`src/rtl/pixel_frame_reader.sv`:
```
module pixel_frame_reader #(
  parameter int ROWS   = 8,
  parameter int COLS   = 8,
  parameter int GATE_W = 8
) (
  input  logic                     clk,
  input  logic                     rst_n,
  input  logic                     start,
  input  logic [GATE_W-1:0]        gate_len,
  input  logic [ROWS*COLS-1:0]     hit_in,
  output logic [ROWS-1:0]          col_data,
  output logic [$clog2(COLS)-1:0]  col_idx,
  output logic                     col_valid,
  output logic                     trigger
);
  localparam int NPIX = ROWS * COLS;
  localparam int CW   = $clog2(COLS);
  localparam logic [CW-1:0] LAST = CW'(COLS - 1);

  typedef enum logic [1:0] {S_IDLE, S_CLR, S_GATE, S_READ} st_t;

  st_t              st;
  logic [GATE_W-1:0] cnt;
  logic [CW-1:0]    col;
  logic [NPIX-1:0]  lat;

  always_ff @(posedge clk or negedge rst_n) begin
    if (!rst_n) begin
      st  <= S_IDLE;
      cnt <= '0;
      col <= '0;
    end else begin
      case (st)
        S_IDLE: if (start) st <= S_CLR;
        S_CLR: begin
          st  <= S_GATE;
          cnt <= gate_len;
        end
        S_GATE: begin
          if (cnt <= GATE_W'(1)) begin
            st  <= S_READ;
            col <= '0;
          end else begin
            cnt <= cnt - GATE_W'(1);
          end
        end
        S_READ: begin
          if (col == LAST) st <= S_IDLE;
          else col <= col + CW'(1);
        end
        default: st <= S_IDLE;
      endcase
    end
  end

  always_ff @(posedge clk or negedge rst_n) begin
    if (!rst_n)            lat <= '0;
    else if (st == S_CLR)  lat <= '0;
    else if (st == S_GATE) lat <= lat | hit_in;
  end

  assign col_valid = (st == S_READ);
  assign col_idx   = col;
  assign col_data  = lat[int'(col)*ROWS +: ROWS];
  assign trigger   = |lat;

  p_clear_r3: assert property (@(posedge clk) disable iff (!rst_n)
    (st == S_CLR) |=> !trigger);

  p_sticky_r4: assert property (@(posedge clk) disable iff (!rst_n)
    (st == S_GATE) |=> ((lat & $past(lat)) == $past(lat)));

  p_hold_r8: assert property (@(posedge clk) disable iff (!rst_n)
    (st == S_READ || st == S_IDLE) |=> $stable(lat));

  p_col_step_r7: assert property (@(posedge clk) disable iff (!rst_n)
    (col_valid && col_idx != LAST) |=> (col_valid && col_idx == $past(col_idx) + CW'(1)));

  p_frame_end_r2: assert property (@(posedge clk) disable iff (!rst_n)
    (col_valid && col_idx == LAST) |=> !col_valid);

  p_busy_start_r9: assert property (@(posedge clk) disable iff (!rst_n)
    (col_valid && start && col_idx != LAST) |=> col_valid);
endmodule

```
`config.mk`:
```
export PLATFORM = sky130hd
export DESIGN_NAME = pixel_frame_reader
export DESIGN_NICKNAME = d
export VERILOG_FILES = /design/src/rtl/pixel_frame_reader.sv
export SDC_FILE = /design/constraint.sdc
export NUM_CORES = 1
export LEC_CHECK = 0
export BUFFER_PORTS_ARGS = -buffer_cell sky130_fd_sc_hd__buf_2
export CORE_ASPECT_RATIO = 1.4
export CORE_MARGIN = 4
export CORE_UTILIZATION = 30
export DETAILED_ROUTE_END_ITERATION = 6
export PLACE_DENSITY = 0.62
export SLEW_MARGIN = 30
export SYNTH_ARGS = -nofsm -noshare
export SYNTH_HDL_FRONTEND = slang
export SYNTH_SLANG_ARGS = --single-unit
```
`constraint.sdc`:
```
create_clock -name clk -period 6.1 [get_ports clk]
set_clock_uncertainty 0.2 [all_clocks]
set_input_delay 0.61 -clock clk [delete_from_list [all_inputs] [get_ports clk]]
set_output_delay 0.61 -clock clk [all_outputs]
set_load 0.05 [all_outputs]
```
==> flow_metrics.py <==
metrics = {
    "clock_tree": {
        "clockBufferDepth": 2,
        "post_cts_resized": 0,
        "cts_hold_buf": 0,
        "cts_tree": "yes",
        "clk_pin_slew_ns": 0.06,
        "cts.sinks": 77,
        "ctsHtreeMaxLevel": 3,
        "insertion_delay_ns": 0.33,
        "cts_root_buf": "clkbuf_16",
        "cts_made_buffers": 9,
        "post_cts_buffers": 0,
    },
    "synthesis": {
        "yosys-mux-area-fraction": 0.129,
        "syn_inst": 360,
        "yosys.area_share.simple": 0.158,
        "synth-edff-count": 0,
        "ys_types": 39,
        "synth_compound_area_frac": 0.140,
        "synthArstFlopShare": 1.00,
        "synth_flop_cell": "dfrtp_1",
        "avgSynthCellArea_um2": 10.5,
        "synth_warnings": 0,
        "synth_fp_nets": 443,
        "synth_fa_ha_area_frac": 0.0266,
        "synth_top_family_by_area": "simple AND/OR/NAND/NOR gates",
        "synthXorXnorAreaFrac": 0.00232,
        "synth_area_mm2": 0.00377,
        "ys_seq_area_frac": 0.511,
        "synth-seq-cells": 77,
    },
    "global_route": {
        "grt_use_total": 0.153,
        "grt_overflow_total": 0,
        "grt_pass1_vias": 3169,
        "grt_antenna_before_repair": 0,
        "grt_max_degree": 78,
        "grt_pass1_wl_um": 16900,
    },
    "power_and_ir_drop": {
        "powerDensity_mw_per_mm2": 627,
        "p_total_uw": 2900,
        "p_leak_uw": 0.00190,
        "ir_drop_v": 0.000324,
    },
    "layout": {
        "nets": 518,
        "antenna_cells": 0,
        "syn2layout_area_growth_pct": 22.7,
        "n_fill_cell": 1245,
        "ff_latch_area_mm2": 0.00193,
        "layout-drive-gt1-share": 0.314,
        "multi_input_area_mm2": 0.00173,
    },
    "setup_path": {
        "arrival_ns": 2.20,
        "path_class": "flip-flop to output port",
        "slowest_delay_ns": 0.75,
        "crit_fanout": 21,
        "path_cells": "mux4_2 -> mux2_2 -> buf_2",
        "critical-path-top-delay-family": "multiplexers",
        "critPathLaunchType": "flip-flop",
        "critPathCaptureType": "output port",
        "cp_num_buf_inv": 1,
        "cp.required_ns": 5.29,
        "crit_path_top_delay_cell": "dfrtp_2",
    },
    "die": {
        "start_util": 0.306,
        "ios": 88,
        "num_rows": 48,
        "core_region_area_mm2": 0.0123,
        "die_area_mm2": 0.0144,
        "die_width_um": 103,
        "die_y_um": 141,
    },
    "status": {
        "status": "finished clean",
    },
    "route": {
        "wl_met1_um": 4420,
        "dr_wl_met2_um": 5460,
        "ant_nets": 0,
        "vias": 3093,
        "dr_wl_met3_um": 599,
        "first_pass_iters": 4,
        "routed_via_density": 5.24,
        "wl_per_cell_um": 18.1,
        "drtIter0Drc": 222,
        "drc": 0,
        "top_layer_used": "met4",
        "wl_um": 10700,
    },
    "timing": {
        "finalHoldViolations": 0,
        "rsz0062_at_grt": "false",
        "fin_tns_setup_ns": 0,
        "slew_viol_final": 0,
        "finalSetupViolCount": 0,
        "min_period_over_period": 0.493,
        "slew_headroom": 0.475,
        "period_needed_ns": 3.01,
        "fmax_mhz": 333,
        "worstMarginPinSlew_ns": 0.787,
    },
    "placement": {
        "gp_congestion": 0.824,
        "io_buffers": 87,
        "hpwl_um": 7770,
    },
    "worst_hold_path": {
        "hold_path.class": "primary input to async pin",
    },
    "run": {
        "max_cap_violations": 0,
    },
}
[Yosys cell counts, drive strengths merged, types with 2 or more instances]
library cell | n | area, um^2
o21ai | 4 | 20.0
nand3b | 2 | 15.0
a31o | 2 | 17.5
nor2b | 6 | 37.5
nor4bb | 2 | 20.0
ha | 8 | 100
or3 | 5 | 31.3
nand2 | 5 | 18.8
dfrtp | 77 | 1930
clkbuf | 16 | 60.1
mux2 | 10 | 116
nor2 | 74 | 278
nand4 | 4 | 25.0
mux4 | 16 | 360
o211ai | 2 | 15.0
a211oi | 8 | 60.1
a21oi | 69 | 349
a31oi | 5 | 31.3
inv | 6 | 22.5
buf | 8 | 38.8
nor4 | 16 | 100
or4 | 3 | 30.0
[placed cells by master (no fill, tap or decap), types with 2 or more instances in the layout]
cell / count
clkinvlp_4: 2
nand3b_1: 2
a21oi_1: 68
clkbuf_16: 9
mux4_2: 16
or3_1: 5
nor2b_1: 6
nor4bb_1: 2
nand2_1: 5
a31o_2: 2
nor4_1: 16
dfrtp_1: 76
o21ai_0: 4
a31oi_1: 5
mux2_2: 9
a211oi_1: 8
or4_4: 2
buf_2: 87
o211ai_1: 2
inv_1: 6
nand4_1: 4
ha_1: 7
nor2_1: 74
[where the power goes]
part           internal, uW  switching [uW]
sequential              770             280
clock                   329             210
combinational           517             791
[path summary, 6_finish.rpt]
kind,start,to,slack (ns),depth (start not counted)
min in group clk,hit_in[28],lat[28],0.31,3
min,rst_n,lat[47],0.19,2
max,col_idx[0],col_data[3],3.09,3
max in group asynchronous,rst_n,col_idx[0],4.97,2
max reg2reg,col_idx[1],st[1],3.61,6
min reg2reg,lat[1],lat[1],0.33,2
[layout make-up]
type / count / area share
clock buffers: 11 / 0.0525
repair buffers: 88 / 0.0967
clock inverters: 5 / 0.0127
flip-flops and latches: 77 / 0.417
multi-input cells: 253 / 0.375
well taps: 150 / 0.0406
inverters: 6 / 0.00487
[metrics by stage]
| stage | area [um^2] | util | std cells | hold WS (ns) | setup slack (ns) |
|---|---|---|---|---|---|
| detailed placement | 4320 | 0.351 | 574 | 0.312 | 3.41 |
| global route | 4620 | 0.375 | 590 | 0.255 | 2.95 |
| global placement | 4300 | 0.349 | 574 | 0.302 | 2.99 |
| CTS | 4620 | 0.375 | 590 | 0.297 | 3.04 |
| floorplan | 3770 | - | 360 | 0.114 | 2.88 |
| finish | 4620 | 0.375 | 590 | 0.190 | 3.09 |
[registers in the layout, indices dropped and copies added, names as in the netlist]
signal / count
lat: 64
cnt: 8
st: 2
col_idx: 3
[kinds of logic (layout without fill, tap and decap cells)]
| group | Yosys count | after routing |
|---|---|---|
| adders and majority gates | 8 | 8 |
| AOI/OAI and AO/OA | 94 | 94 |
| and+or+nand+nor | 123 | 123 |
| xor gates and xnor gates | 1 | 1 |
| muxes | 27 | 27 |
| DFF | 77 | 77 |
| buffers and inverters | 30 | 110 |
[per-layer routing]
| metal | up-vias | track usage |
|---|---|---|
| met2 | 89 | 0.246 |
| li1 | 1457 | - |
| met3 | 13 | 0.0282 |
| met1 | 1534 | 0.201 |
| met5 | - | 0 |
| met4 | 0 | 0.0629 |
Note: power is estimated with default switching activity, not from simulation.
